File: src/rtl/tlb_demap_pkg.sv
package tlb_demap_pkg;
  localparam int OP_BIT = 6;
  localparam int SEL_LO = 4;

  typedef enum logic {
    DM_PAGE = 1'b0,
    DM_CTX  = 1'b1
  } demap_op_e;

  typedef enum logic [1:0] {
    CSEL_PRI = 2'd0,
    CSEL_SEC = 2'd1,
    CSEL_NUC = 2'd2,
    CSEL_RSV = 2'd3
  } ctx_sel_e;
endpackage

File: src/rtl/tlb_field_ram.sv
module tlb_field_ram #(
  parameter int DEPTH = 64,
  parameter int DW    = 64,
  localparam int AW   = $clog2(DEPTH)
) (
  input  logic          clk,
  input  logic          we,
  input  logic [AW-1:0] waddr,
  input  logic [DW-1:0] wdata,
  input  logic [AW-1:0] raddr_a,
  output logic [DW-1:0] rdata_a,
  input  logic [AW-1:0] raddr_b,
  output logic [DW-1:0] rdata_b
);
  logic [DW-1:0] mem [DEPTH];

  always_ff @(posedge clk) begin
    if (we) mem[waddr] <= wdata;
  end

  always_ff @(posedge clk) begin
    rdata_a <= mem[raddr_a];
  end

  always_ff @(posedge clk) begin
    rdata_b <= mem[raddr_b];
  end
endmodule

File: src/rtl/tlb_match_unit.sv
module tlb_match_unit
  import tlb_demap_pkg::*;
#(
  parameter int VA_W       = 48,
  parameter int CTX_W      = 13,
  parameter int PAGE_SHIFT = 13,
  parameter int PSZ_STEP   = 3
) (
  input  logic             ent_valid,
  input  logic [VA_W-1:0]  ent_tag,
  input  logic [CTX_W-1:0] ent_ctx,
  input  logic             ent_global,
  input  logic [1:0]       ent_psize,
  input  logic [VA_W-1:0]  req_addr,
  input  demap_op_e        req_op,
  input  logic [CTX_W-1:0] req_ctx,
  input  logic             req_kill,
  output logic             hit
);
  localparam logic [VA_W-1:0] ALL_ONES = {VA_W{1'b1}};

  logic [7:0]      shamt;
  logic [VA_W-1:0] mask;
  logic            va_eq;
  logic            ctx_eq;

  always_comb begin
    shamt  = 8'(PAGE_SHIFT) + 8'(PSZ_STEP) * {6'd0, ent_psize};
    mask   = ALL_ONES << shamt;
    va_eq  = ((req_addr ^ ent_tag) & mask) == '0;
    ctx_eq = (ent_ctx == req_ctx);
    hit    = 1'b0;
    if (ent_valid && !req_kill) begin
      if (req_op == DM_CTX) hit = !ent_global && ctx_eq;
      else                  hit = va_eq && (ent_global || ctx_eq);
    end
  end
endmodule

File: src/rtl/tlb_demap_scan.sv
module tlb_demap_scan #(
  parameter int ENTRIES = 64,
  localparam int IDX_W  = $clog2(ENTRIES)
) (
  input  logic             clk,
  input  logic             rst,
  input  logic             start,
  output logic             busy,
  output logic             done,
  output logic [IDX_W-1:0] rd_ptr,
  output logic             eval_vld,
  output logic [IDX_W-1:0] eval_idx
);
  localparam logic [IDX_W-1:0] LAST = IDX_W'(ENTRIES - 1);

  logic             busy_q, issue_q, eval_vld_q, done_q;
  logic [IDX_W-1:0] ptr_q, eval_idx_q;

  always_ff @(posedge clk) begin
    if (rst) begin
      busy_q     <= 1'b0;
      issue_q    <= 1'b0;
      eval_vld_q <= 1'b0;
      done_q     <= 1'b0;
      ptr_q      <= '0;
      eval_idx_q <= '0;
    end else begin
      done_q <= 1'b0;
      if (!busy_q && start) begin
        busy_q  <= 1'b1;
        issue_q <= 1'b1;
        ptr_q   <= '0;
      end
      if (issue_q) begin
        eval_vld_q <= 1'b1;
        eval_idx_q <= ptr_q;
        ptr_q      <= ptr_q + 1'b1;
        if (ptr_q == LAST) issue_q <= 1'b0;
      end else begin
        eval_vld_q <= 1'b0;
      end
      if (eval_vld_q && eval_idx_q == LAST) begin
        busy_q <= 1'b0;
        done_q <= 1'b1;
      end
    end
  end

  assign busy     = busy_q;
  assign done     = done_q;
  assign rd_ptr   = ptr_q;
  assign eval_vld = eval_vld_q;
  assign eval_idx = eval_idx_q;
endmodule

File: src/rtl/tlb_demap_engine.sv
module tlb_demap_engine
  import tlb_demap_pkg::*;
#(
  parameter int ENTRIES    = 64,
  parameter int VA_W       = 48,
  parameter int CTX_W      = 13,
  parameter int PAGE_SHIFT = 13,
  parameter int PSZ_STEP   = 3,
  localparam int IDX_W     = $clog2(ENTRIES)
) (
  input  logic             clk,
  input  logic             rst,
  input  logic             ctx_wr_en,
  input  logic             ctx_wr_sel,
  input  logic [CTX_W-1:0] ctx_wr_data,
  input  logic             ent_wr_en,
  input  logic [IDX_W-1:0] ent_wr_idx,
  input  logic [VA_W-1:0]  ent_wr_tag,
  input  logic [CTX_W-1:0] ent_wr_ctx,
  input  logic             ent_wr_global,
  input  logic [1:0]       ent_wr_psize,
  input  logic             ent_wr_valid,
  input  logic [IDX_W-1:0] rd_idx,
  output logic             rd_valid,
  output logic [VA_W-1:0]  rd_tag,
  output logic [CTX_W-1:0] rd_ctx,
  output logic             rd_global,
  output logic [1:0]       rd_psize,
  output logic [CTX_W-1:0] pri_ctx,
  output logic [CTX_W-1:0] sec_ctx,
  input  logic             dmp_req,
  input  logic [VA_W-1:0]  dmp_addr,
  output logic             dmp_busy,
  output logic             dmp_done
);
  localparam int FW = VA_W + CTX_W + 3;

  logic [ENTRIES-1:0] vld_q;
  logic [CTX_W-1:0]   pri_q, sec_q;
  logic               accept;
  logic               wr_ok;

  logic [VA_W-1:0]    req_addr_q;
  demap_op_e          req_op_q;
  logic [CTX_W-1:0]   req_ctx_q;
  logic               req_kill_q;

  logic [IDX_W-1:0]   scan_ptr, eval_idx;
  logic               eval_vld, hit;
  logic [FW-1:0]      wr_word, scan_word, rb_word;

  assign accept = dmp_req && !dmp_busy;
  assign wr_ok  = !dmp_busy;

  tlb_demap_scan #(.ENTRIES(ENTRIES)) u_scan (
    .clk      (clk),
    .rst      (rst),
    .start    (accept),
    .busy     (dmp_busy),
    .done     (dmp_done),
    .rd_ptr   (scan_ptr),
    .eval_vld (eval_vld),
    .eval_idx (eval_idx)
  );

  assign wr_word = {ent_wr_tag, ent_wr_ctx, ent_wr_global, ent_wr_psize};

  tlb_field_ram #(.DEPTH(ENTRIES), .DW(FW)) u_ram (
    .clk     (clk),
    .we      (ent_wr_en && wr_ok),
    .waddr   (ent_wr_idx),
    .wdata   (wr_word),
    .raddr_a (scan_ptr),
    .rdata_a (scan_word),
    .raddr_b (rd_idx),
    .rdata_b (rb_word)
  );

  tlb_match_unit #(
    .VA_W(VA_W), .CTX_W(CTX_W), .PAGE_SHIFT(PAGE_SHIFT), .PSZ_STEP(PSZ_STEP)
  ) u_match (
    .ent_valid  (vld_q[eval_idx]),
    .ent_tag    (scan_word[FW-1 -: VA_W]),
    .ent_ctx    (scan_word[CTX_W+2:3]),
    .ent_global (scan_word[2]),
    .ent_psize  (scan_word[1:0]),
    .req_addr   (req_addr_q),
    .req_op     (req_op_q),
    .req_ctx    (req_ctx_q),
    .req_kill   (req_kill_q),
    .hit        (hit)
  );

  // request capture: operation, context snapshot, reserved-code kill
  always_ff @(posedge clk) begin
    if (rst) begin
      req_addr_q <= '0;
      req_op_q   <= DM_PAGE;
      req_ctx_q  <= '0;
      req_kill_q <= 1'b0;
    end else if (accept) begin
      req_addr_q <= dmp_addr;
      req_op_q   <= demap_op_e'(dmp_addr[OP_BIT]);
      req_kill_q <= 1'b0;
      case (ctx_sel_e'(dmp_addr[SEL_LO +: 2]))
        CSEL_PRI: req_ctx_q <= pri_q;
        CSEL_SEC: req_ctx_q <= sec_q;
        CSEL_NUC: req_ctx_q <= '0;
        default: begin
          req_ctx_q  <= '0;
          req_kill_q <= 1'b1;
        end
      endcase
    end
  end

  // context registers
  always_ff @(posedge clk) begin
    if (rst) begin
      pri_q <= '0;
      sec_q <= '0;
    end else if (ctx_wr_en && wr_ok) begin
      if (ctx_wr_sel) sec_q <= ctx_wr_data;
      else            pri_q <= ctx_wr_data;
    end
  end

  // valid flags: set by the write port, cleared by the scanner
  always_ff @(posedge clk) begin
    if (rst) begin
      vld_q <= '0;
    end else begin
      if (ent_wr_en && wr_ok) vld_q[ent_wr_idx] <= ent_wr_valid;
      if (eval_vld && hit)    vld_q[eval_idx]   <= 1'b0;
    end
  end

  always_ff @(posedge clk) begin
    if (rst) rd_valid <= 1'b0;
    else     rd_valid <= vld_q[rd_idx];
  end

  assign rd_tag    = rb_word[FW-1 -: VA_W];
  assign rd_ctx    = rb_word[CTX_W+2:3];
  assign rd_global = rb_word[2];
  assign rd_psize  = rb_word[1:0];
  assign pri_ctx   = pri_q;
  assign sec_ctx   = sec_q;
endmodule

File: config.mk
export PLATFORM = sky130hd
export DESIGN_NAME = tlb_demap_engine
export DESIGN_NICKNAME = d
export VERILOG_FILES = /design/src/rtl/tlb_demap_pkg.sv /design/src/rtl/tlb_field_ram.sv /design/src/rtl/tlb_match_unit.sv /design/src/rtl/tlb_demap_scan.sv /design/src/rtl/tlb_demap_engine.sv
export SDC_FILE = /design/constraint.sdc
export NUM_CORES = 2
export LEC_CHECK = 0
export BUFFER_PORTS_ARGS = -buffer_cell sky130_fd_sc_hd__buf_2
export CORE_ASPECT_RATIO = 0.6
export CORE_MARGIN = 5
export CORE_UTILIZATION = 60
export CTS_BUF_LIST = sky130_fd_sc_hd__clkbuf_16
export CTS_CLUSTER_DIAMETER = 30
export DETAILED_ROUTE_END_ITERATION = 10
export PLACE_DENSITY = 0.76
export SYNTH_ARGS = -nofsm -noshare
export SYNTH_HDL_FRONTEND = slang
export SYNTH_SLANG_ARGS = --single-unit
File: constraint.sdc
create_clock -name clk -period 6.3 [get_ports clk]
set_clock_uncertainty 0.1 [all_clocks]
set_input_delay 0.63 -clock clk [delete_from_list [all_inputs] [get_ports clk]]
set_output_delay 0.63 -clock clk [all_outputs]
set_load 0.01 [all_outputs]
* Word level (Yosys, flattened, before mapping)
Memories as Yosys holds them, arrays and structs flattened. A register that Yosys moved wholly into a read port is not among the register bits.
Cells that the tools add are included.
** Storage, ports and cells
- Word-level logic and storage cells :: 81
- Register bits after elaboration :: 170
- Bits of input ports :: 144
- Memory bits (writable) :: 4096
- Memories :: 1
** Operators by class
- Equal/unequal tests :: 5
- Reduce and logical (&&, ||, !) cells :: 22
- Bitwise gates (word level) :: 5
- Add/subtract/negate cells :: 2
- $mul :: 1
- Shift operators :: 1
- Mux-type cells :: 25
- $lt $le $gt $ge :: 5
** Memories
- u_ram.mem :: words 64, width 64, read ports 2, clocked after Yosys merged registers in 2, wr ports 1, RTL line tlb_field_ram.sv:15 : logic [DW-1:0] mem [DEPTH];
** Operators by type and width (count)
- $mux 64 :: 3
- $and 64x64->64 :: 1
- $bwmux 64 :: 1
- $not 64->64 :: 1
- $and 48x48->48 :: 1
- $logic_not 48->1 :: 1
- $shl 48x8->48 const A :: 1
- $xor 48x48->48 :: 1
- $pmux 13 s2 :: 1
- $lt 6x7->1 const B :: 3
- $mux 1 :: 14
- $eq 13x13->1 :: 1
- $bmux 1 s6 :: 2
- $demux 1 s6 :: 2
- $eq 6x6->1 const B :: 2
- $ge 6x1->1 const B :: 2
- $mux 6 :: 2
- $logic_and 1x1->1 :: 11
- $add 6x1->6 const B :: 1
- $add 4x4->5 const A :: 1
- $mul 2x2->4 const A :: 1
- $reduce_and 2->1 :: 2
- $logic_not 1->1 :: 3
- $reduce_or 3->1 :: 1
- other kinds (7) :: 7

* Logic depth before layout (Yosys ltp)
- Word-level depth :: 10
- Gate-level depth with buffers :: 11

* Cells and area by module
A second synthesis with hierarchy kept.
** Second synthesis, totals
- Cell total of the unflattened synthesis :: 9887
- Area, all modules :: 196766.2 sq um
** By module, submodules not included
- tlb_field_ram :: area an instance 187812.6 sq um, cells each 8841, instances 1
- tlb_demap_engine :: area an instance 7490.9 sq um, cells each 877, instances 1
- tlb_match_unit :: area an instance 820.8 sq um, cells each 100, instances 1
- tlb_demap_scan :: area an instance 641.9 sq um, cells each 69, instances 1

* Least setup slack after synthesis
Ideal clock, no wire load.
- Kind :: input to register
- From :: input ent_wr_idx[5]
- To :: register vld_q[14]
- Setup slack :: 1503 ps
- Path buffers :: 2
- Arrival :: 4622 ps
- Setup time :: 74 ps
- Stages on the path :: 7
- Cells stage by stage :: or3b_2 -> clkbuf_1 -> clkbuf_1 -> nor2_1 -> nand2_1 -> a21o_1 -> a31oi_1
** Between the ends
- Longest elaborated chain between the ends :: 9
- Elaborated cells on any way between the ends :: 10
- Classes of those cells :: 2 x order compare; 6 x mux; 1 x bitwise; 1 x reduce/logical
** Ends and longest elaborated chain
- start, declared :: RTL line tlb_demap_engine.sv:17 : input logic [IDX_W-1:0] ent_wr_idx,
- $lt 6x7->1 (implied by the code) / $ge 6x1->1 (equally long branches) :: RTL line tlb_demap_engine.sv:133 : if (ent_wr_en && wr_ok) vld_q[ent_wr_idx] <= ent_wr_valid;
- $logic_and 1x1->1 (implied by the code) :: RTL line tlb_demap_engine.sv:133
- $mux 1 (implied by the code) :: RTL line tlb_demap_engine.sv:133
- $demux 1 s6 (*) :: RTL line tlb_demap_engine.sv:133
- $bwmux 64 (*) :: RTL line tlb_demap_engine.sv:133
- $mux 64 (*) :: RTL line tlb_demap_engine.sv:133
- $mux 64 (*) :: RTL line tlb_demap_engine.sv:130 : if (rst) begin
- $and 64x64->64 (no line)
- $mux 64 (*) :: RTL line tlb_demap_engine.sv:134 : if (eval_vld && hit) vld_q[eval_idx] <= 1'b0;
- end signal, assigned by index :: RTL line tlb_demap_engine.sv:133
- end, declared :: RTL line tlb_demap_engine.sv:38 : logic [ENTRIES-1:0] vld_q;
Mark *: on every way between the ends. The rest lies on a longest branch, timed or not. The select of a mux whose other input is x is not followed.
A chain may end at the register's enable or synchronous reset.

* Worst setup path in the final report
- From :: register u_scan.eval_idx_q[2] (netlist: u_scan.eval_idx[2])
- To :: register vld_q[0]
** Between the ends
- Longest elaborated chain between the ends :: 7
- Elaborated cells on any way between the ends :: 13
- Classes of those cells :: 2 x order compare; 6 x mux; 2 x bitwise; 3 x reduce/logical
** Ends and longest elaborated chain
- start, declared :: RTL line tlb_demap_scan.sv:17 : logic [IDX_W-1:0] ptr_q, eval_idx_q;
- start signal, assigned :: RTL line tlb_demap_scan.sv:36 : eval_idx_q <= ptr_q;
- $lt 6x7->1 (implied by the code) / $ge 6x1->1 (equally long branches) :: RTL line tlb_demap_engine.sv:134
- $logic_and 1x1->1 (implied by the code) :: RTL line tlb_demap_engine.sv:134
- $mux 1 (implied by the code) :: RTL line tlb_demap_engine.sv:134
- $demux 1 s6 :: RTL line tlb_demap_engine.sv:134
- $not 64->64 (no line)
- $and 64x64->64 (no line)
- $mux 64 (*) :: RTL line tlb_demap_engine.sv:134
Marks and branches as above.

==> results.md <==
Outcome:
- The flow ran to the end, and the final reports show no timing, DRC or antenna violations.

Critical path:
- In this design, the largest share of critical-path delay is due to flip-flops.
- The depth of the worst register-to-register path is 9.
- The data arrival time of the critical path is between 5 and 6 ns.
- The highest fanout seen on the critical path is 64.
- The critical path class is register to register.
- The slowest stage of the critical path is the sky130_fd_sc_hd__dfxtp_1 cell.
- STA puts the critical path data required time at 7.05 ns.
- The count of buffering cells on the critical path with inverters included is 2.
- The type of destination of the critical path is a register.
- The largest single stage delay on the critical path is 1.15 ns.
- The number of stages on the worst setup path is 9.
- The startpoint class of the critical path is a register.
- Traced cell by cell, the critical path runs through buf_4, nand2b_1, o21ai_0, o41ai_1, nand2_1, nor4_2, a2111oi_4, buf_4, a31oi_1.
- Across all register-to-register paths, the minimum setup slack is approximately 2 ns.
- The cell that appears most often on the critical path is sky130_fd_sc_hd__buf_4.

Timing:
- The setup total negative slack is 0 ns.
- The transition time at the pin with the least slew margin is 1.41 ns.
- The final hold violation count is 0.
- The final count of negative-setup-slack endpoints is 0.
- Derived from the worst setup path, the maximum achievable clock frequency is 232 MHz.
- The max-slew violation count came to 0.
- Headroom to the max-slew limit came out at 0.0591.
- The post-route fraction of the period consumed by the critical path is 0.683.
- The final hold slack is between 0.06 and 0.07 ns.
- Setup repair after global routing left no endpoint under its margin.
- The routed design could run at a clock period as short as roughly 4.3 ns.

CTS:
- In this run the number of H-tree levels came out at 6.
- Clock tree synthesis inserted a total of 572 buffers.
- In this run the deepest clock path goes through 4 buffers.
- The clock transition at the register clock pins on the worst setup and hold paths after CTS is 0.05 ns.
- The clock latency of the later-clocked register in the worst-skew pair is a little under 1 ns.
- The clock tree from TritonCTS is done.
- The number of clock sinks seen by CTS is 4393.
- CTS placed an instance of sky130_fd_sc_hd__clkbuf_16 at the clock tree root.

Final layout:
- The library cell used most frequently in the layout, excluding fill and tap cells, is sky130_fd_sc_hd__edfxtp_1.
- The total of fill cells in the finished design is about 19000.
- In the layout the commonest cells are 4096 x sky130_fd_sc_hd__edfxtp_1, 2716 x sky130_fd_sc_hd__mux4_2, 597 x sky130_fd_sc_hd__clkbuf_16.
- Of the cells placed in the final design, the portion with a size suffix greater than 1 is 0.446.
- The number of nets in the layout is about 9300.
- The finished layout holds 14000 standard cells, fillers aside.
- The layout-stage area growth over the synthesis result is 14.4%.

Global route:
- The first-pass GRT wire length is 896000 um.
- The via count of the first global-routing pass is approximately 110k.
- The largest net degree at the start of global routing is 131.
- Across every metal layer, demand over resource in global routing totals 0.381.
- The number of antenna violations at the first check in global routing is 54.
- After global routing the overflow that remains totals 0.

Yosys:
- Synthesis inferred approximately 4400 register bits.
- The gate count of the mapped netlist is just under 9000.
- The number of enable-type register cells in the synthesized netlist is 4096.
- The synthesized net count is 8805.
- The cell area after synthesis is 198000 um^2.
- During synthesis, Yosys emitted a total of 0 warnings.
- The share of async-settable or async-resettable flops after synthesis is 0.
- The share of the Yosys chip area taken by registers is 0.652.
- A synthesized cell averages 22.8 um^2.
- Among all flip-flop cells after synthesis, the most frequent one is sky130_fd_sc_hd__edfxtp_1.
- The number of distinct library cell variants in the gate-level netlist after synthesis is 50.

Drt:
- Dividing the detail-routed wire length by the instance count gives ~46 um.
- The final routed DRC violation total is 0.
- The number of detailed-route iterations in the first pass is 6.
- The routed via count is around 110k.
- The post-detailed-route count of antenna-violating nets is 0.
- The routed design has 648000 um of wire.
- The first routing iteration left roughly 22000 violations.
- Using the TritonRoute via totals, the vias-per-cell ratio works out to 8.09.

Power:
- The sequential cell fraction of total power is 0.461.
- Of the total power, the share spent switching nets is 0.226.
- The power dissipated by switching net loads is between 15 and 20 mW.
- The internal portion of the total power is 54.2 mW.
- Of the total power, the clock network draws 0.476.
- The leakage power is 69.2 nW.
- Of the total power, combinational logic draws 0.063.
- The post-layout total power is 70.0 mW.
- Across the VDD grid, the largest voltage drop is 283 uV.
- For this design the ratio of total power to cell area is 309 nW/um^2.

Floorplan:
- The cell row count is 163.
- The floorplan step defined a core boundary enclosing 329000 um^2.
- In this run the vertical extent of the chip is 455 um.
- The number of top-level design ports is 237.
- The die is 751 um wide.
- The starting utilization of the core area is 0.602.
- The area of the die is about 340000 um^2.

Placement:
- After detailed placement, the design holds a cell count of between 10000 and 15000.
- Buffers placed on the I/O ports in this run total 236.
- Once detailed placement completed, the half-perimeter wirelength came to 333000 um.
- At the end of routability-driven placement, the weighted congestion stood at 0.877.

Min path:
- The path class of the tightest hold or removal check is input port to register.
- The worst hold path was traced through 4 stages.

Run:
- Max-cap violations in this run came to 0.
[metal layers]
metal	track usage	up-vias	routed length, um
li1	-	39900	-
met1	0.529	59900	212000
met2	0.543	11700	284000
met3	0.147	1949	113000
met4	0.181	34	37700
met5	0.000412	-	223
[sequential cells by signal, summed over array words and instances, names as in the netlist]
signal           count
pri_ctx             13
rd_valid             1
req_addr_q          48
req_ctx_q           13
req_kill_q           1
sec_ctx             13
u_ram.mem         4096
u_ram.rdata_a       64
u_ram.rdata_b       64
u_scan.busy          1
u_scan.done          1
u_scan.eval_idx      6
u_scan.eval_vld      1
u_scan.issue_q       1
u_scan.rd_ptr        6
vld_q               64
[synth_stat cells (all sizes together), types with 2 or more instances]
cell,count,share of area
buf,297,0.0069
mux2,17,0.00097
nand3b,8,0.00030
nand2b,6,0.00019
dfxtp,297,0.030
and3b,5,0.00022
o2bb2ai,2,0.000089
o21ai,74,0.0019
and3,2,0.000063
and2,2,0.000063
or3b,3,0.00013
edfxtp,4096,0.62
mux4,2716,0.31
nor2,103,0.0020
nor3b,9,0.00037
nor4,4,0.00016
inv,6,0.00011
mux2i,17,0.00086
a311oi,2,0.000089
xor2,18,0.00080
xnor2,46,0.0020
nand4,11,0.00035
nand3,10,0.00025
o211ai,2,0.000076
nor3,5,0.00013
ha,6,0.00038
nor2b,6,0.00019
a22oi,15,0.00057
a21o,64,0.0024
a21oi,82,0.0021
a41oi,3,0.00013
clkbuf,402,0.0076
a211oi,4,0.00015
nand2,240,0.0046
a31oi,64,0.0020
[worst paths after layout]
path / from / to
worst max-delay path: u_scan.eval_idx[2] / vld_q[0]
worst min-delay path: ctx_wr_sel / pri_ctx[2]
worst max register to register: u_scan.eval_idx[2] / vld_q[0]
worst min register to register: req_addr_q[46] / req_addr_q[46]
[what timing repair did]
| item | 4_1_cts | 5_1_grt |
|---|---|---|
| setup buffers | 0 | 0 |
| gates resized for setup | 0 | 0 |
| hold buffers | 60 | 0 |
| hold endpoints to repair | 74 | 0 |
[worst register-to-register path, stage by stage, from the launching register on]
cell	delay, ns
sky130_fd_sc_hd__dfxtp_1	1.15
sky130_fd_sc_hd__buf_4	0.38
sky130_fd_sc_hd__nand2b_1	0.14
sky130_fd_sc_hd__o21ai_0	0.07
sky130_fd_sc_hd__o41ai_1	0.60
sky130_fd_sc_hd__nand2_1	0.14
sky130_fd_sc_hd__nor4_2	0.78
sky130_fd_sc_hd__a2111oi_4	0.08
sky130_fd_sc_hd__buf_4	0.42
sky130_fd_sc_hd__a31oi_1	0.35
[cell families after synthesis]
family / count (synthesis) / share of synthesized area
xor gates and xnor gates: 64 / 0.00283
DFF: 4393 / 0.652
AOI/OAI and AO/OA: 320 / 0.00995
muxes: 2750 / 0.311
adders and majority gates: 6 / 0.000380
buffers and inverters: 705 / 0.0146
and+or+nand+nor: 417 / 0.00905
[cell type report]
cell class / instances / area, um^2 / area share
clock inverters: 448 / 4470 / 0.0198
inverters: 6 / 22.5 / 0.0000995
multi-input cells: 3557 / 66400 / 0.294
diodes: 40 / 100 / 0.000442
clock buffers: 597 / 14900 / 0.0660
repair buffers: 610 / 5860 / 0.0259
flip-flops and latches: 4393 / 129000 / 0.570
well taps: 4372 / 5470 / 0.0242
[stage by stage]
step / cell area (um^2) / setup slack [ns] / util
floorplan: 198000 / 1.50 / -
global placement: 206000 / 2.32 / 0.627
detailed placement: 206000 / 2.27 / 0.627
CTS: 226000 / 2.28 / 0.688
global route: 226000 / 1.94 / 0.688
finish: 226000 / 2.00 / 0.689
[power groups by stage]
stage | Sequential (mW) | Combinational [mW] | Clock, mW
2_1_floorplan | 32.8 | 2.76 | 0
3_3_place_gp | 32.9 | 4.23 | 0
3_5_place_dp | 32.9 | 4.31 | 0
4_1_cts | 32.3 | 4.37 | 33.4
5_1_grt | 32.3 | 4.60 | 34.9
6_report | 32.3 | 4.40 | 33.3
No activity file was read; power rests on OpenSTA's default activity.
